$ cat src/rtl/cdt_pkg.sv
package cdt_pkg;
  localparam int DW = 8;
  localparam logic [1:0] A_CTRL = 2'd0;
  localparam logic [1:0] A_CNT  = 2'd1;
  localparam logic [1:0] A_INT  = 2'd2;
  localparam int RUN_B  = 7;
  localparam int IE_B   = 0;
  localparam int FLAG_B = 1;
  localparam int MODE_B = 2;
  typedef enum logic [1:0] {
    SRC_FAST = 2'd0,
    SRC_MID  = 2'd1,
    SRC_SEC  = 2'd2,
    SRC_MIN  = 2'd3
  } src_e;
endpackage

$ cat src/rtl/cdt_prescale.sv
module cdt_prescale #(
  parameter int DIV_FAST = 8,
  parameter int DIV_MID  = 64,
  parameter int DIV_SEC  = 64,
  parameter int DIV_MIN  = 60
) (
  input  logic       clk,
  input  logic       rst_n,
  input  logic       base_tick,
  output logic [3:0] ticks
);
  function automatic int div_of(input int i);
    case (i)
      0:       return DIV_FAST;
      1:       return DIV_MID;
      2:       return DIV_SEC;
      default: return DIV_MIN;
    endcase
  endfunction

  logic [3:0] stage_in;
  assign stage_in[0] = base_tick;

  for (genvar g = 0; g < 4; g++) begin : g_stage
    localparam int W = $clog2(div_of(g) + 1);
    localparam logic [W-1:0] LAST = W'(div_of(g) - 1);
    logic [W-1:0] cnt_q, cnt_d;

    if (g > 0) begin : g_chain
      assign stage_in[g] = ticks[g-1];
    end

    assign ticks[g] = stage_in[g] && (cnt_q == LAST);

    always_comb begin
      cnt_d = cnt_q;
      if (stage_in[g]) cnt_d = (cnt_q == LAST) ? '0 : cnt_q + 1'b1;
    end

    always_ff @(posedge clk or negedge rst_n) begin
      if (!rst_n) cnt_q <= '0;
      else        cnt_q <= cnt_d;
    end
  end
endmodule

$ cat src/rtl/cdt_count.sv
module cdt_count #(
  parameter int CW = 8
) (
  input  logic          clk,
  input  logic          rst_n,
  input  logic          start,
  input  logic          stop,
  input  logic          run,
  input  logic          tick,
  input  logic [CW-1:0] preset,
  output logic [CW-1:0] count,
  output logic          evt
);
  logic [CW-1:0] count_q, count_d;

  assign evt   = run && !start && tick && (count_q == CW'(1));
  assign count = count_q;

  always_comb begin
    count_d = count_q;
    if (stop)                                    count_d = '0;
    else if (start)                              count_d = preset;
    else if (run && tick && (count_q != '0))     count_d = evt ? preset : count_q - 1'b1;
  end

  always_ff @(posedge clk or negedge rst_n) begin
    if (!rst_n) count_q <= '0;
    else        count_q <= count_d;
  end
endmodule

$ cat src/rtl/cdt_irq.sv
module cdt_irq (
  input  logic clk,
  input  logic rst_n,
  input  logic run,
  input  logic stop,
  input  logic tick,
  input  logic evt,
  input  logic clr,
  input  logic ie,
  input  logic rpt,
  output logic flag,
  output logic pulse,
  output logic irq_n
);
  logic flag_q, flag_d, pulse_q, pulse_d;

  always_comb begin
    flag_d = evt | (flag_q & ~clr);
    pulse_d = pulse_q;
    if (!run || stop) pulse_d = 1'b0;
    else if (evt)     pulse_d = 1'b1;
    else if (tick)    pulse_d = 1'b0;
  end

  always_ff @(posedge clk or negedge rst_n) begin
    if (!rst_n) begin
      flag_q  <= 1'b0;
      pulse_q <= 1'b0;
    end else begin
      flag_q  <= flag_d;
      pulse_q <= pulse_d;
    end
  end

  assign flag  = flag_q;
  assign pulse = pulse_q;
  assign irq_n = ~(ie & (rpt ? pulse_q : flag_q));
endmodule

$ cat src/rtl/cdt_timer.sv
module cdt_timer
  import cdt_pkg::*;
#(
  parameter int DIV_FAST = 8,
  parameter int DIV_MID  = 64,
  parameter int DIV_SEC  = 64,
  parameter int DIV_MIN  = 60
) (
  input  logic          clk,
  input  logic          rst_n,
  input  logic          base_tick,
  input  logic          wr_en,
  input  logic [1:0]    addr,
  input  logic [DW-1:0] wdata,
  output logic [DW-1:0] rdata,
  output logic          irq_n
);
  logic          run_q, run_d;
  src_e          src_q, src_d;
  logic [DW-1:0] preset_q, preset_d;
  logic          ie_q, ie_d, rpt_q, rpt_d;
  logic          wr_ctrl, wr_cnt, wr_int;
  logic          start, stop, clr;
  logic [3:0]    ticks;
  logic          tick_sel, evt, flag, pulse;
  logic [DW-1:0] count;

  assign wr_ctrl = wr_en && (addr == A_CTRL);
  assign wr_cnt  = wr_en && (addr == A_CNT);
  assign wr_int  = wr_en && (addr == A_INT);
  assign start   = wr_ctrl &&  wdata[RUN_B] && !run_q;
  assign stop    = wr_ctrl && !wdata[RUN_B] &&  run_q;
  assign clr     = wr_int  && !wdata[FLAG_B];

  always_comb begin
    run_d    = wr_ctrl ? wdata[RUN_B] : run_q;
    src_d    = wr_ctrl ? src_e'(wdata[1:0]) : src_q;
    ie_d     = wr_int  ? wdata[IE_B]   : ie_q;
    rpt_d    = wr_int  ? wdata[MODE_B] : rpt_q;
    preset_d = preset_q;
    if (stop)                  preset_d = '0;
    else if (wr_cnt && !run_q) preset_d = wdata;
  end

  always_ff @(posedge clk or negedge rst_n) begin
    if (!rst_n) begin
      run_q    <= 1'b0;
      src_q    <= SRC_FAST;
      preset_q <= '0;
      ie_q     <= 1'b0;
      rpt_q    <= 1'b0;
    end else begin
      run_q    <= run_d;
      src_q    <= src_d;
      preset_q <= preset_d;
      ie_q     <= ie_d;
      rpt_q    <= rpt_d;
    end
  end

  cdt_prescale #(
    .DIV_FAST(DIV_FAST), .DIV_MID(DIV_MID), .DIV_SEC(DIV_SEC), .DIV_MIN(DIV_MIN)
  ) u_pre (
    .clk(clk), .rst_n(rst_n), .base_tick(base_tick), .ticks(ticks)
  );

  assign tick_sel = ticks[src_q];

  cdt_count #(.CW(DW)) u_cnt (
    .clk(clk), .rst_n(rst_n), .start(start), .stop(stop), .run(run_q),
    .tick(tick_sel), .preset(preset_q), .count(count), .evt(evt)
  );

  cdt_irq u_irq (
    .clk(clk), .rst_n(rst_n), .run(run_q), .stop(stop), .tick(tick_sel),
    .evt(evt), .clr(clr), .ie(ie_q), .rpt(rpt_q),
    .flag(flag), .pulse(pulse), .irq_n(irq_n)
  );

  always_comb begin
    rdata = '0;
    case (addr)
      A_CTRL: begin
        rdata[RUN_B] = run_q;
        rdata[1:0]   = src_q;
      end
      A_CNT:  rdata = run_q ? count : '0;
      A_INT: begin
        rdata[IE_B]   = ie_q;
        rdata[FLAG_B] = flag;
        rdata[MODE_B] = rpt_q;
      end
      default: rdata = '0;
    endcase
  end
endmodule

$ cat config.mk
export PLATFORM = sky130hd
export DESIGN_NAME = cdt_timer
export DESIGN_NICKNAME = d
export VERILOG_FILES = /design/src/rtl/cdt_pkg.sv /design/src/rtl/cdt_prescale.sv /design/src/rtl/cdt_count.sv /design/src/rtl/cdt_irq.sv /design/src/rtl/cdt_timer.sv
export SDC_FILE = /design/constraint.sdc
export NUM_CORES = 1
export LEC_CHECK = 0
export ABC_AREA = 1
export BUFFER_PORTS_ARGS = -buffer_cell sky130_fd_sc_hd__buf_2
export CORE_UTILIZATION = 50
export CTS_BUF_LIST = sky130_fd_sc_hd__clkbuf_4
export DETAILED_ROUTE_END_ITERATION = 8
export PLACE_DENSITY = 0.79
export SLEW_MARGIN = 20
export SYNTH_ARGS = -nofsm -noshare
export SYNTH_HDL_FRONTEND = slang
export SYNTH_HIERARCHICAL = 1
export SYNTH_SLANG_ARGS = --single-unit
export TNS_END_PERCENT = 50
$ cat constraint.sdc
create_clock -name clk -period 2.6 [get_ports clk]
set_clock_uncertainty 0.1 [all_clocks]
set_input_delay 0.39 -clock clk [delete_from_list [all_inputs] [get_ports clk]]
set_output_delay 0.39 -clock clk [all_outputs]
set_load 0.005 [all_outputs]
## Word level (Yosys, flattened, before mapping)

Cells that the tools add are included.

| storage, ports and cells | value |
|---|---|
| register bits | 47 |
| output and inout port bits | 9 |
| logic and storage cells | 79 |

| cells by class | value |
|---|---|
| add/subtract/negate cells | 5 |
| order comparisons | 1 |
| equality and inequality tests | 7 |
| muxes and demuxes | 21 |
| bitwise logic cells | 5 |
| reductions and logical operators | 28 |

Operators with widths:

| cell | count |
|---|---|
| 2-to-1 mux 8 bit | 7 |
| logical AND 1 bit | 18 |
| adder 7 x 1 -> 7 bit, second input constant | 2 |
| == test 7 x 6 -> 1 bit, second input constant | 2 |
| 2-to-1 mux 7 bit | 2 |
| == test 8 x 1 -> 1 bit, second input constant | 1 |
| 2-to-1 mux 4 bit | 2 |
| nonzero test 8 bit | 1 |
| subtractor 8 x 1 -> 8 bit, second input constant | 1 |
| adder 6 x 1 -> 6 bit, second input constant | 1 |
| == test 6 bit, second input constant | 1 |
| 2-to-1 mux 6 bit | 1 |
| case mux 2 bit (3 select lines) | 1 |
| nonzero test 3 bit | 2 |
| 2-to-1 mux 1 bit | 5 |
| adder 4 x 1 -> 4 bit, second input constant | 1 |
| == test 4 x 3 -> 1 bit, second input constant | 1 |
| zero test 1 bit | 4 |
| case mux 1 bit (2 select lines) | 2 |
| < comparator 2 x 3 -> 1 bit, second input constant | 1 |
| bitwise AND 1 bit | 2 |
| binary-select mux 1 bit (select 2 bit) | 1 |
| == test 2 x 1 -> 1 bit, second input constant | 1 |
| == test 2 bit, second input constant | 1 |
| 5 further kinds | 6 |

## Logic depth before layout (Yosys ltp)

Gate-level depths: netlist of run 1.

| logic depth | value |
|---|---|
| depth in word-level cells | 13 |
| gate-level depth with buffers | 18 |

## Modules after synthesis

The synthesis of run 1 kept the hierarchy.

By module, submodules not included:

| module | instances | cells each | area an instance (um2) |
|---|---|---|---|
| cdt_prescale | 1 | 168 | 1367.6 |
| cdt_timer | 1 | 105 | 809.5 |
| cdt_count | 1 | 115 | 723.2 |
| cdt_irq | 1 | 13 | 95.1 |

## Worst setup path after synthesis of run 1

OpenSTA, ideal clock, no wires.

| path | value |
|---|---|
| kind | register to register |
| from | reg u_pre.g_stage[1].cnt_q[0] |
| to | reg u_cnt.count_q[0], in the netlist u_cnt/count[0] |
| setup time | 0.117 ns |
| arrival time | 1.966 ns |
| data required time | 2.383 ns |
| setup slack | 0.417 ns |
| cell stages (with the launch flop) | 18 |
| path buffers | 1 |
| path through | dfrtp_1 ha_1 nand3_1 nor2_4 nand3_2 buf_6 nor2_2 inv_1 nand2_1 o211ai_1 nand2_1 nand2_1 nor2_2 nand2_2 nand2_4 nand2_1 nand3_1 nand2_1 |

| between the ends | value |
|---|---|
| longest elaborated chain between the ends | 12 |
| elaborated cells between the ends (all ways) | 15 |

RTL lines:

| item | RTL line | source |
|---|---|---|
| start, declared | cdt_prescale.sv:27 | `logic [W-1:0] cnt_q, cnt_d;` |
| start signal, assigned | cdt_prescale.sv:42 | `else cnt_q <= cnt_d;` |
| == test 7 x 6 -> 1 bit (*) | cdt_prescale.sv:33 | `assign ticks[g] = stage_in[g] && (cnt_q == LAST);` |
| logical AND 1 bit (*) (3 in series) | cdt_prescale.sv:33 |  |
| via ticks[3] | cdt_timer.sv:24 | `logic [3:0] ticks;` |
| binary-select mux 1 bit (select 2 bit) (*) | cdt_timer.sv:67 | `assign tick_sel = ticks[src_q];` |
| 2-to-1 mux 1 bit (implied by the code) (*) | cdt_timer.sv:67 |  |
| via tick_sel | cdt_timer.sv:25 | `logic tick_sel, evt, flag, pulse;` |
| logical AND 1 bit (2 in series) | cdt_count.sv:16 | `assign evt = run && !start && tick && (count_q == CW'(1));` |
| 2-to-1 mux 8 bit (2 in series) | cdt_count.sv:23 | `else if (run && tick && (count_q != '0)) count_d = evt ? preset : count_q - 1'b1;` |
| 2-to-1 mux 8 bit | cdt_count.sv:22 | `else if (start) count_d = preset;` |
| 2-to-1 mux 8 bit | cdt_count.sv:21 | `if (stop) count_d = '0;` |
| end signal, assigned | cdt_count.sv:28 | `else count_q <= count_d;` |
| end, declared | cdt_count.sv:14 | `logic [CW-1:0] count_q, count_d;` |

The timed path passes the listed nets; every way through them passes the cells marked *. The select of a mux whose other input is x is not followed.
A chain may end at the register's enable or synchronous reset.

## Worst setup path in the final report of run 1

| path | value |
|---|---|
| from | reg u_pre.g_stage[3].cnt_q[0] |
| to | reg u_cnt.count_q[3], in the netlist u_cnt/count[3] |

| between the ends | value |
|---|---|
| longest elaborated chain between the ends | 10 |
| elaborated cells between the ends (all ways) | 13 |

RTL lines:

| item | RTL line |
|---|---|
| start, declared | cdt_prescale.sv:27 |
| start signal, assigned | cdt_prescale.sv:42 |
| == test 6 bit (*) | cdt_prescale.sv:33 |
| logical AND 1 bit (*) | cdt_prescale.sv:33 |
| via ticks[3] | cdt_timer.sv:24 |
| binary-select mux 1 bit (select 2 bit) (*) | cdt_timer.sv:67 |
| 2-to-1 mux 1 bit (implied by the code) (*) | cdt_timer.sv:67 |
| via tick_sel | cdt_timer.sv:25 |
| logical AND 1 bit (2 in series) | cdt_count.sv:16 |
| 2-to-1 mux 8 bit (2 in series) | cdt_count.sv:23 |
| 2-to-1 mux 8 bit | cdt_count.sv:22 |
| 2-to-1 mux 8 bit | cdt_count.sv:21 |

Marked as above.

==> results.md, run 1 <==
Die:
- The effective utilization at floorplan is 0.531.
- The row count is 27.
- The region available for standard cell placement spans 5640 um^2.
- The die is 79.4 um tall.
- The floorplan step defined a die boundary enclosing 6300 um^2.
- The number of I/O pins is 23.
- From left edge to right edge, the die measures 79.4 um.

CTS:
- The clock-pin transition on the worst setup and hold timing paths is 0.14 ns.
- Clock tree synthesis found a total of 47 sinks.
- TritonCTS built the clock tree.
- The clock reaches the later pin of the worst-skew pair after 0.37 ns.
- The longest clock path from root to sink contains 2 buffers.
- Buffers inserted during clock tree synthesis total 5.
- The H-tree generated during clock tree synthesis spans 2 levels.
- The root buffer cell chosen for the clock tree is sky130_fd_sc_hd__clkbuf_4.

Yosys:
- The complex-gate fraction of the synthesized area is 0.0664.
- After synthesis, the largest family of logic cells by area is simple AND/OR/NAND/NOR gates.
- Of the total synthesized cell area, the portion taken by XOR and XNOR cells is 0.0175.
- The warning count from the yosys run is 6.
- The unique cell type count in the Yosys netlist is 32.
- Of the total synthesized cell area, the portion taken by AND, OR, NAND and NOR gates is 0.373.
- The post-synthesis net count is 427.
- The average cell area after synthesis is roughly 7.5 um^2.
- The number of cells produced by synthesis is roughly 400.
- The post-synthesis share of cell area spent on full adders, half adders and majority gates is 0.0501.
- The cell area that synthesis handed to floorplanning was ~3000 um^2.
- The portion of the post-synthesis area used by sequential elements is 0.393.
- The number of synthesized register bits is 47.
- Of the post-synthesis cell area, the part taken by muxes is 0.00376.

Min path:
- The worst hold path stage count is 3.
- The path class of the tightest hold or removal check is input pin to register.
- The worst hold path terminates at src_q[1]$_DFFE_PN0N_.
- The launch point of the worst hold path is wdata[1].

Routing:
- The detail route stage leaves a number of antenna-violating nets equal to 0.
- The detailed router's first-iteration violation count is 137.
- The remaining routing DRC violations is 0.
- The first detailed-routing pass took 4 iterations.
- In the final routed layout, each cell accounts on average for 12.1 um.
- Dividing the detail-routed via count by the number of cells gives 5.08.
- The vias after detailed routing is 2579.
- The routed wire length is 6.14 mm.

STA:
- Dividing the final minimum period by the clock period gives 0.917.
- Setup repair after global routing left no endpoint under its margin.
- The number of endpoints with negative hold slack in the final report is 0.
- The worst path in the final design needs a cycle of 2.39 ns, including I/O delays and setup.
- The slew of the pin with the lowest slew margin is 0.306 ns.
- The setup TNS is 0 ns.
- Setup violations remaining at the end of the flow were counted as 0.
- The highest attainable clock frequency is 419 MHz.
- The final number of max-transition violations is 0.
- The headroom to the max-slew limit is 0.796.

Global route:
- The initial antenna violation count is 0.
- The first global-routing pass estimated approximately 11 mm of wire.
- Entering global routing, the biggest net connects 48 pins.
- In the global route stage, overall resource usage came out at 0.217.
- The aggregate global routing overflow is 0.
- The via count of the first global-routing pass came to 2423.

Outcome:
- The run finished with clean final reports.

Worst setup path:
- The critical path is of the register to register type.
- The setup check on the worst reg-to-reg path leaves a slack of 0.21 ns.
- The worst endpoint data arrival time is 2.56 ns.
- The biggest fanout along the worst timing path is 8.
- In this run the critical register-to-register path is launched from u_pre/g_stage[3].cnt_q[0]$_DFFE_PN0P_.
- The cell depth of the worst flop-to-flop path is 16.
- Traced cell by cell, the critical path runs through ha_1 -> inv_1 -> nor2_1 -> nand2_1 -> nor2_2 -> inv_1 -> nand2_1 -> o211ai_1 -> nand2_1 -> nand2_1 -> nor2_2 -> nand2_2 -> nand2_4 -> nand2_1 -> nand3_1 -> nand2_1.
- The cell seen most often among critical-path stages is sky130_fd_sc_hd__nand2_1.
- At the worst endpoint, the required time is 2.78 ns.
- In this design, the stage delay of the slowest critical-path cell is 0.50 ns.
- STA classifies the critical path startpoint as a register.
- The cell with the largest stage delay on the worst path is sky130_fd_sc_hd__dfrtp_1.
- STA classifies the critical path endpoint as a register.
- The end of the worst register-to-register path is u_cnt/count[3]$_DFFE_PN0P_.

Power and ir drop:
- The peak ir drop on the vdd network is 0.420 mV.
- The power density relative to cell area is 680 nW/um^2.
- The leakage power of the design is 0.00172 uW.

Final layout:
- Of the cells placed in the final design, the portion with a size suffix greater than 1 is 0.183.
- The net count of the finished layout is around 460.
- The area overhead of the layout relative to synthesis is 9.77%.
- The diode insertion count for antenna repair is 0.
- At the end of the flow the core is filled with cells to 0.583.

Place:
- The number of input and output port buffers inserted is 22.
- The total half-perimeter wirelength after legalization and detailed placement is about 4.4 mm.
- The routability-driven placement congestion ratio is between 0.8 and 0.9.

Run:
- The number of max-cap violations is 0.
through the flow:
stage,cell area [um^2],setup slack (ns),hold WS (ns),total power [uW],cells
6_report,3290,0.215,0.156,2240,508
5_1_grt,3290,0.0132,0.143,2430,508
4_1_cts,3230,0.147,0.136,2210,500
3_5_place_dp,3170,0.164,0.293,1860,491
3_3_place_gp,3170,0.237,0.292,1830,491
2_1_floorplan,3000,0.417,-0.00559,1660,401
final cells by class:
cell class / count / area [um^2]
sequential: 47 / 1180
clock inverter: 3 / 15.0
multi-input combinational: 291 / 1530
timing repair buffer: 34 / 215
fill: 502 / 2350
clock buffer: 5 / 37.5
inverter: 56 / 224
tap: 72 / 90.1
cell usage in the layout (no fill, tap or decap), types with 2 or more instances in the layout:
master                       n
sky130_fd_sc_hd__nand2_4     3
sky130_fd_sc_hd__ha_1       12
sky130_fd_sc_hd__inv_2       3
sky130_fd_sc_hd__nand2_2    10
sky130_fd_sc_hd__xnor2_1     4
sky130_fd_sc_hd__nand2_1   130
sky130_fd_sc_hd__dfrtp_1    47
sky130_fd_sc_hd__o21ai_0     9
sky130_fd_sc_hd__o21ai_2     7
sky130_fd_sc_hd__nor3_1      2
sky130_fd_sc_hd__o21ai_1     3
sky130_fd_sc_hd__clkinv_1    2
sky130_fd_sc_hd__a21oi_1     6
sky130_fd_sc_hd__buf_2      22
sky130_fd_sc_hd__nand3_1    40
sky130_fd_sc_hd__nand3_2     4
sky130_fd_sc_hd__nor2_2      6
sky130_fd_sc_hd__nand4_1    13
sky130_fd_sc_hd__buf_4      10
sky130_fd_sc_hd__nor2_1     28
sky130_fd_sc_hd__nor2_4      4
sky130_fd_sc_hd__clkbuf_4    5
sky130_fd_sc_hd__xor2_1      2
sky130_fd_sc_hd__inv_1      52
metal layers:
| metal | wire length [um] | track usage | up-vias |
|---|---|---|---|
| li1 | - | - | 1331 |
| met1 | 3010 | 0.298 | 1199 |
| met2 | 2840 | 0.355 | 44 |
| met3 | 222 | 0.0274 | 5 |
| met4 | 64 | 0.0709 | 0 |
| met5 | 0 | 0 | - |
sequential cells by signal, indices dropped and copies added, names as in the netlist:
name and flops:
u_pre/g_stage.cnt_q 24, preset_q 8, u_cnt/count 8, src_q 2, ie_q 1, rpt_q 1, run_q 1, u_irq/flag 1
u_irq/pulse 1
cells in the mapped netlist (all sizes together):
master / number / area share
nor3b: 1 / 0.0025
xnor2: 4 / 0.012
ha: 12 / 0.050
dfrtp: 47 / 0.39
mux2: 1 / 0.0038
nor3: 2 / 0.0033
bufinv: 1 / 0.0058
nand3: 44 / 0.080
o21bai: 1 / 0.0025
o21ai: 19 / 0.041
a41oi: 1 / 0.0029
nand2: 143 / 0.20
nor2: 38 / 0.063
o211ai: 1 / 0.0025
a21oi: 7 / 0.015
inv: 55 / 0.069
or2: 1 / 0.0021
buf: 7 / 0.022
a21boi: 1 / 0.0025
xor2: 2 / 0.0058
nand4: 13 / 0.027
what timing repair did:
| action | in CTS | in global routing |
|---|---|---|
| endpoints found under the hold margin | 47 | 0 |
| hold buffers | 1 | 0 |
| endpoints found under the setup margin | 0 | 9 |
| resized for setup | 0 | 1 |
| setup buffers | 0 | 8 |
how the worst max path moves through the flow:
stage | start | endpoint | slack, ns | depth (start not counted)
after detailed placement | u_pre/g_stage[0].cnt_q[0]$_DFFE_PN0P_ | u_cnt/count[3]$_DFFE_PN0P_ | 0.16 | 16
after global routing | u_pre/g_stage[1].cnt_q[0]$_DFFE_PN0N_ | u_cnt/count[4]$_DFFE_PN0P_ | 0.01 | 16
after floorplan | u_pre/g_stage[1].cnt_q[0]$_DFFE_PN0N_ | u_cnt/count[0]$_DFFE_PN0P_ | 0.42 | 17
final | u_pre/g_stage[3].cnt_q[0]$_DFFE_PN0P_ | u_cnt/count[3]$_DFFE_PN0P_ | 0.21 | 16
after global placement | u_pre/g_stage[0].cnt_q[0]$_DFFE_PN0P_ | u_cnt/count[3]$_DFFE_PN0P_ | 0.24 | 16
after CTS | u_pre/g_stage[0].cnt_q[0]$_DFFE_PN0P_ | u_cnt/count[3]$_DFFE_PN0P_ | 0.15 | 16
critical path: cells and delay by family (launching register included):
kind / cells / cell delay, ns
and+or+nand+nor: 12 / 1.22
DFF: 1 / 0.50
adders and majority gates: 1 / 0.27
buffers and inverters: 2 / 0.11
AOI/OAI and AO/OA: 1 / 0.07
report_power, final:
part | switching (uW) | total [uW] | internal [uW]
sequential | 172 | 1060 | 886
combinational | 499 | 841 | 342
clock | 238 | 337 | 99.6
cells by family (layout without fill, tap and decap cells):
kind of cell,count (synthesis),after routing
compound gates,30,30
buf+inv,63,98
fa+ha+maj,12,12
flops,47,47
mux,1,1
xor+xnor,6,6
simple gates,242,242
Power figures use the tool's default switching activity.
==> run 2: changes to the inputs <==
Settings changed: PLACE_DENSITY 0.79 to 0.8, SYNTH_HIERARCHICAL 1 to unset.
Clock period 2.6 ns to 2.7 ns, I/O delays scaled along.
==> run 2 against run 1 <==
Critical path depth shrank 4. Fmax is 8.5% higher. Sequential share of layout area is 5.9 points higher. Flip-flop and latch count did not move. Critical endpoint is now u_cnt.count[6]$_DFFE_PN0P_. Largest power group unchanged.
==> results.md, run 2 <==
Global route:
- Entering global routing, the biggest net connects 27 pins.
- The first global-routing pass estimated 8.67 mm of wire.
- The via count of the first global-routing pass was between 2000 and 2500.
- In the global route stage, overall resource usage came out at 0.211.
- The initial antenna violation count came to 0.
- After global routing the overflow that remains totals 0.

Routing:
- The number of detailed-routing iterations run before antenna repair is 5.
- In the routed design, unresolved DRC markers number 0.
- For this block, the initial DRC count from the detailed router was 242.
- The via density per instance is 5.20.
- The vias after detailed routing is 2132.
- After detailed routing, the average wire length per cell comes to 12.2 um.
- The remaining antenna violation count after routing is 0.
- The routed wire length is between 4 and 5 mm.

Yosys:
- The biggest area contributor in the post-synthesis netlist is sky130_fd_sc_hd__dfrtp_1.
- The share of the Yosys chip area taken by registers is 0.462.
- For this run, the number of Yosys warnings is 0.
- The synthesized design contains 47 register bits.
- The area of the mapped netlist is ~2500 um^2.
- The number of cells produced by synthesis is 314.
- The count of flip-flops with a built-in enable after synthesis is 0.
- The share of Yosys cell area claimed by the top area cell type is 0.462.
- The average cell area after synthesis is 8.11 um^2.
- The most frequent cell after synthesis is sky130_fd_sc_hd__nand2_1.
- The most used flip-flop cell after synthesis is sky130_fd_sc_hd__dfrtp_1.
- The async set or reset register ratio after synthesis is 1.00.
- The netlist uses 33 different library cells.
- By area the synthesized netlist is led by sky130_fd_sc_hd__dfrtp_1 46%, sky130_fd_sc_hd__nand2_1 10%, sky130_fd_sc_hd__inv_1 6.8%.
- After synthesis, the most frequently instantiated cells are 68 x sky130_fd_sc_hd__nand2_1, 47 x sky130_fd_sc_hd__dfrtp_1, 46 x sky130_fd_sc_hd__inv_1, 33 x sky130_fd_sc_hd__nand3_1, 19 x sky130_fd_sc_hd__nor2_1.
- Counting every net in the synthesized netlist gives around 340.

Power and ir drop:
- The proportion of power drawn by flip-flops and latches is 0.464.
- Across the VDD grid, the largest voltage drop is 0.317 mV.
- The combinational power share is 0.340.
- The internal power contribution is between 1000 and 1500 uW.
- Of the total power, the clock network draws 0.196.
- The proportion of total power due to net switching is 0.371.
- In this run the power density over the cells is 763 nW/um^2.
- The leakage power of the design is 0.00147 uW.
- The switching power is 799 uW.

Place:
- Detailed placement finished with a half-perimeter wire length of 3.80 mm.
- The pre-CTS worst setup slack is 0.469 ns.
- The routability-driven placement congestion ratio is 0.844.
- The number of input and output port buffers inserted is 22.

Worst setup path:
- STA classifies the critical path startpoint as a register.
- Data arrives at the worst endpoint at ~2.4 ns.
- Walking the worst path, the cells encountered are ha_1 -> nand3_4 -> nor2_8 -> nand2_4 -> nor2_2 -> nand2_1 -> nand2_2 -> nand3_2 -> nand2_2 -> nand2_1 -> nand3_1 -> nand2_1.
- The type of destination of the critical path is a register.
- By startpoint and endpoint, the worst setup path is classified as register to register.
- In this run the worst path has a maximum fanout of 11.
- Among all stages on the critical path, the largest delay is contributed by sky130_fd_sc_hd__dfrtp_1.
- The critical path's largest stage delay is around 0.40 ns.
- For the worst setup path, the data required time is 2.87 ns.
- The cell seen most often among critical-path stages is sky130_fd_sc_hd__nand2_1.

Die:
- The number of I/O pins is 23.
- The effective utilization at floorplan is 0.529.
- The row count is 25.
- In this run the standard cell core region covers a little under 5000 um^2.
- The die covers 5380 um^2.
- From bottom edge to top edge, the die measures 73.4 um.
- The horizontal die dimension is approximately 73 um.

STA:
- The setup slack of the critical path after layout is 0.502 ns.
- Counting I/O delays and the setup requirement, the final critical path takes 2.20 ns.
- At the pin with the least slew margin, the transition time is 0.572 ns.
- The highest attainable clock frequency is 455 MHz.
- The number of endpoints with negative hold slack in the final report came to 0.
- Of the available clock period, the critical path in the final layout requires 0.814.
- After routing, the total negative slack on setup checks comes to 0 ns.
- The worst hold slack across all endpoints is 0.187 ns.
- Setup repair after global routing left no endpoint under its margin.
- The final number of max-transition violations is 0.
- In this run the tightest slew margin relative to its limit is 0.619.
- Setup violations remaining at the end of the flow were counted as 0.

Final layout:
- The library cell used most frequently in the layout, excluding fill and tap cells, is sky130_fd_sc_hd__nand2_1.
- Leaving out fill and tap cells, the most frequent cells in the layout are 68 x sky130_fd_sc_hd__nand2_1, 47 x sky130_fd_sc_hd__dfrtp_1, 46 x sky130_fd_sc_hd__inv_1.
- The flip-flop count of the largest register, all copies and words added is 24.
- The filler cell count in the final layout is 439.
- The share of cells above drive strength 1 is 0.143.
- The diode insertion count for antenna repair is 0.
- The final net count is around 370.
- The register containing the most flip-flops in the final layout is u_pre.g_stage.cnt_q.
- From synthesis to final layout, the design area changed by 10.9%.

Outcome:
- The flow ran to the end, and the final reports show no timing, DRC or antenna violations.

CTS:
- The CTS tree is built.
- The clock passes through at most 2 buffers.
- The number of clock sinks is 47.
- Clock latency on the worst-skew pair, taken at its later pin, is 0.37 ns.
- Counting the buffers created by CTS gives 5.
- The clock tree synthesis step divided the H-tree into 2 levels.
- In this run the clock root is driven by a sky130_fd_sc_hd__clkbuf_4.
- The clock-pin transition on the worst setup and hold timing paths is 0.14 ns.

Min path:
- The path type of the worst min-delay path is input pin to register.

Run:
- The tool flagged a number of max-cap violations equal to 0.
-- run 2: cell types whose count changed after synthesis, sizes merged, moves of 4 or more --
cell   change
nor3       +7
nor2      -15
o21ai      +4
nand4      -9
xor2       +5
nand3      -8
nand2     -72
-- run 2: kinds of logic (layout without fill, tap and decap cells) --
family,Yosys count,count (layout),synth area share
AND/OR/NAND/NOR,148,148,0.273
buffers and inverters,56,85,0.0855
flip-flops,47,47,0.462
AO/OA/AOI/OAI,44,44,0.0993
adder cells (fa/ha/maj),10,10,0.0491
XOR/XNOR,9,9,0.0310
-- run 2: power by group through the flow --
stage | clock network, uW | logic [uW] | registers [uW]
2_1_floorplan | 0 | 570 | 977
3_3_place_gp | 0 | 712 | 1010
3_5_place_dp | 0 | 725 | 1010
4_1_cts | 436 | 732 | 999
5_1_grt | 458 | 842 | 1030
6_report | 423 | 733 | 1000
-- run 2: per-stage QoR --
step	cells	power, uW	area [um^2]	util
final	410	2160	2820	0.586
after global routing	410	2330	2820	0.586
after CTS	410	2170	2820	0.586
after detailed placement	401	1740	2730	0.567
after global placement	401	1720	2730	0.567
after floorplan	314	1550	2550	-
-- run 2: critical path: cells and delay by family (launching register included) --
kind	cells	cell delay, ns
AND/OR/NAND/NOR	11	1.36
flip-flops	1	0.40
adder cells (fa/ha/maj)	1	0.23
-- run 2: layout make-up --
class | instances | area [um^2] | share of cell area
Multi-Input combinational cell | 211 | 1150 | 0.408
Tap cell | 67 | 83.8 | 0.0297
Clock buffer | 5 | 37.5 | 0.0133
Timing Repair Buffer | 25 | 135 | 0.0479
Inverter | 52 | 195 | 0.0691
Sequential cell | 47 | 1180 | 0.416
Clock inverter | 3 | 43.8 | 0.0155
-- run 2: worst paths after layout --
check | from | depth (start not counted) | to | slack (ns)
min | wdata[4] | 3 | preset_q[4]$_DFFE_PN0P_ | 0.19
min in group asynchronous | rst_n | 2 | u_pre.g_stage[2].cnt_q[2]$_DFFE_PN0P_ | 0.45
max | u_pre.g_stage[0].cnt_q[0]$_DFFE_PN0P_ | 12 | u_cnt.count[6]$_DFFE_PN0P_ | 0.50
min reg2reg | u_pre.g_stage[2].cnt_q[3]$_DFFE_PN0P_ | 1 | u_pre.g_stage[2].cnt_q[3]$_DFFE_PN0P_ | 0.40
max reg2reg | u_pre.g_stage[0].cnt_q[0]$_DFFE_PN0P_ | 12 | u_cnt.count[6]$_DFFE_PN0P_ | 0.50
max in group asynchronous | rst_n | 3 | u_pre.g_stage[3].cnt_q[1]$_DFFE_PN0P_ | 1.35
-- run 2: timing repair --
action | 4_1_cts | 5_1_grt
resized for setup | 0 | 0
setup buffers | 0 | 0
hold buffers | 1 | 0
endpoints found under the hold margin | 25 | 0
-- run 2: layer usage --
metal	share of wire	vias up	track usage	wire length (um)
met1	0.46	983	0.283	2320
met4	0.022	0	0.0791	109
met5	0	-	0	0
met3	0.045	11	0.0329	223
met2	0.47	64	0.348	2340
li1	-	1074	-	-
==> run 3: changes to the inputs <==
Settings changed: PLACE_DENSITY 0.8 to 0.83.
Clock period 2.7 ns to 1.88 ns, I/O delays scaled along.
==> run 3 against run 2 <==
The flow now finishes with violations (setup timing). Via count up 4.3%. Sequential power up 44%. Combinational power up 64%. Core utilization up 5.9 points. Critical path type unchanged. Cell count up 5.9%. Setup slack worse by 0.53 ns. Critical path depth down 1. Register-to-register slack worse by 0.53 ns. First-iteration DRC count down 23%. Critical endpoint unchanged. Sequential share of layout area down 3.8 points. Clock-buffer cell count unchanged.
==> results.md, run 3 (synthesis gave the netlist of run 2 again) <==
Run:
- The number of max-cap violations is 0.

Power and ir drop:
- In this run the static leakage power is 0.00159 uW.
- The power density relative to cell area is 1040 nW/um^2.
- Across the VDD grid, the largest voltage drop is about 0.65 mV.

Place:
- OpenSTA, run right after detailed placement, puts the worst setup slack at -0.0294 ns.
- The wire-length estimate of the detail-placed layout is 3.88 mm.
- Input and output buffers added on the ports amount to 22.
- Counting tap cells, the placed design contains a total of 414 instances.
- The routability-driven placement congestion ratio is roughly 0.84.

Final layout:
- The library cells used most frequently in the layout, excluding fill and tap cells, are 65 x sky130_fd_sc_hd__nand2_1, 46 x sky130_fd_sc_hd__inv_1, 46 x sky130_fd_sc_hd__dfrtp_1.
- The register with the most flip-flops in the layout has 24 of them.
- The most common cell after layout, fill and taps aside is sky130_fd_sc_hd__nand2_1.
- The filler-free cell count of the finished design is 434.
- Of the cells placed in the final design, the portion with a size suffix greater than 1 is 0.245.
- Compared with the post-synthesis result, the final layout area differs by 22.1%.
- After filler insertion, the fill cell instance count of the layout stands at 396.
- More flip-flops sit in one register than any other, and that register is u_pre.g_stage.cnt_q.
- The number of antenna diodes in the final layout is 0.
- In the final layout, the multi-input gates occupy between 1000 and 1500 um^2.
- The final net count is 390.
- The storage element area is 1180 um^2.

CTS:
- The clock drives 47 sinks.
- The later pin in the worst-skew pair is clocked with a latency of 0.37 ns.
- The CTS buffer count is 5.
- The maximum clock insertion buffer count is 2.
- After clock tree synthesis, the clock-pin slew on the worst setup and hold paths is about 0.14 ns.
- The clock root buffer is sky130_fd_sc_hd__clkbuf_4.
- The H-tree depth reported by CTS is 2.
- The CTS tree is built.

Global route:
- The initial antenna violation count came to 0.
- The wire length of the first global-routing pass is 9.11 mm.
- Entering global routing, the biggest net connects 26 pins.
- The aggregate global routing overflow is 0.
- The total routing usage reported by global routing is 0.226.
- The via count of the first global-routing pass is roughly 2100.

Worst setup path:
- The startpoint identified for the worst register-to-register timing path is u_pre.g_stage[1].cnt_q[0]$_DFFE_PN0P_.
- Walking the worst path, the cells encountered are ha_2 -> nand3_2 -> nor2_4 -> nand2_4 -> nor2_4 -> nand2_2 -> nand2_2 -> nand3_2 -> a21oi_4 -> nand3_1 -> nand2_1.
- The worst setup path is launched from a register.
- STA classifies the critical path endpoint as a register.
- Counting both buffers and inverters, the worst setup path holds a total of 0.
- STA puts the critical path data arrival time at 2.13 ns.
- The critical path starts at u_pre.g_stage[1].cnt_q[0]$_DFFE_PN0P_.
- STA puts the critical path data required time at 2.10 ns.
- The slowest stage of the critical path belongs to the cell sky130_fd_sc_hd__dfrtp_1.
- For this run, the slowest stage of the critical path takes approximately 0.38 ns.
- Along the worst path, the maximum fanout reaches 8.
- The kind of cell with the highest combined delay along the critical path is simple AND/OR/NAND/NOR gates.
- By startpoint and endpoint, the worst setup path is classified as register to register.

Routing:
- For this block, the initial DRC count from the detailed router was around 190.
- The first detailed-routing pass took 4 iterations.
- The remaining antenna violation count after routing is 0.
- The routed wire length is 5.50 mm.
- For this run, design rule violations remaining after detail routing come to 0.
- The via density per instance is 5.12.
- The wire length per cell is 12.7 um.
- The vias after detailed routing is between 2000 and 2500.

STA:
- The setup slack of the critical path after layout is -0.0329 ns.
- The final number of max-transition violations is 0.
- The final clock period utilization by the worst path is 1.02.
- The minimum clock period is 1.91 ns.
- The number of endpoints with negative hold slack in the final report is 0.
- Setup violations remaining at the end of the flow were counted as 8.
- Headroom to the max-slew limit came out at 0.623.
- Setup repair after global routing could not meet its margin everywhere.
- The slew of the pin with the lowest slew margin is about 0.56 ns.
- Final hold analysis gives a worst-case slack of ~0.049 ns.
- The highest attainable clock frequency is around 520 MHz.

Die:
- In this run the vertical extent of the chip is between 70 and 80 um.
- From left edge to right edge, the die measures 73.4 um.
- For this configuration, the core starts out at a cell density of 0.529.
- The total die area is 5380 um^2.
- 23 I/O pins were placed.
- The core outline area is 4820 um^2.
- Row generation in the floorplan step produced 25 rows.

Outcome:
- The run finished, with violations left.
- The final reports fail on setup timing.

Min path:
- The launch point of the worst hold path is wdata[6].
- The path type of the worst min-delay path is input pin to register.
[run 3: area by class of cell]
| class | count | share of cell area |
|---|---|---|
| Multi-Input combinational cell | 211 | 0.401 |
| Tap cell | 67 | 0.0270 |
| Sequential cell | 47 | 0.379 |
| Clock inverter | 3 | 0.0125 |
| Inverter | 52 | 0.0628 |
| Clock buffer | 5 | 0.0121 |
| Timing Repair Buffer | 49 | 0.105 |
[run 3: stage by stage]
step,power [uW],instance area [um^2],utilization,TNS [ns]
after floorplan,2220,2550,-,0
after global placement,2480,2840,0.590,0
after detailed placement,2530,2840,0.590,-0.112
after CTS,3210,3020,0.628,-0.00460
final,3240,3110,0.645,-0.145
after global routing,3490,3110,0.645,-1.12
[run 3: power by group]
part | internal [uW] | total, uW | leakage [uW] | switching, uW
Clock | 274 | 597 | 0.0000426 | 323
Combinational | 535 | 1200 | 0.000970 | 668
Sequential | 1240 | 1440 | 0.000575 | 207
Total | 2040 | 3240 | 0.00159 | 1200
[run 3: timing repair]
action / 4_1_cts / 5_1_grt
resized for setup: 12 / 11
pin swaps: 9 / 12
hold buffers: 1 / 0
setup endpoints to repair: 12 / 15
hold endpoints to repair: 23 / 0
buffers inserted: 6 / 5
[run 3: final timing paths]
check / end / slack (ns) / cells past startpoint
hold reg to reg: u_cnt.count[6]$_DFFE_PN0P_ / 0.39 / 2
setup reg to reg: u_cnt.count[6]$_DFFE_PN0P_ / -0.03 / 11
max in group asynchronous: u_pre.g_stage[1].cnt_q[3]$_DFFE_PN0P_ / 0.75 / 3
hold / removal: preset_q[6]$_DFFE_PN0P_ / 0.05 / 3
setup / recovery: u_cnt.count[6]$_DFFE_PN0P_ / -0.03 / 11
min in group asynchronous: preset_q[2]$_DFFE_PN0P_ / 0.31 / 2
[run 3: tightest hold or removal path, delay by kind of cell]
family,cells,cell delay [ns]
AO/OA/AOI/OAI,1,0.07
buffers and inverters,1,0.07
AND/OR/NAND/NOR,1,0.06
[run 3: per-layer routing]
| metal | global-route usage | part of all wire | vias up |
|---|---|---|---|
| li1 | - | - | 1127 |
| met5 | 0 | 0 | - |
| met4 | 0.0855 | 0.020 | 0 |
| met3 | 0.0521 | 0.050 | 10 |
| met1 | 0.296 | 0.44 | 1022 |
| met2 | 0.366 | 0.49 | 64 |
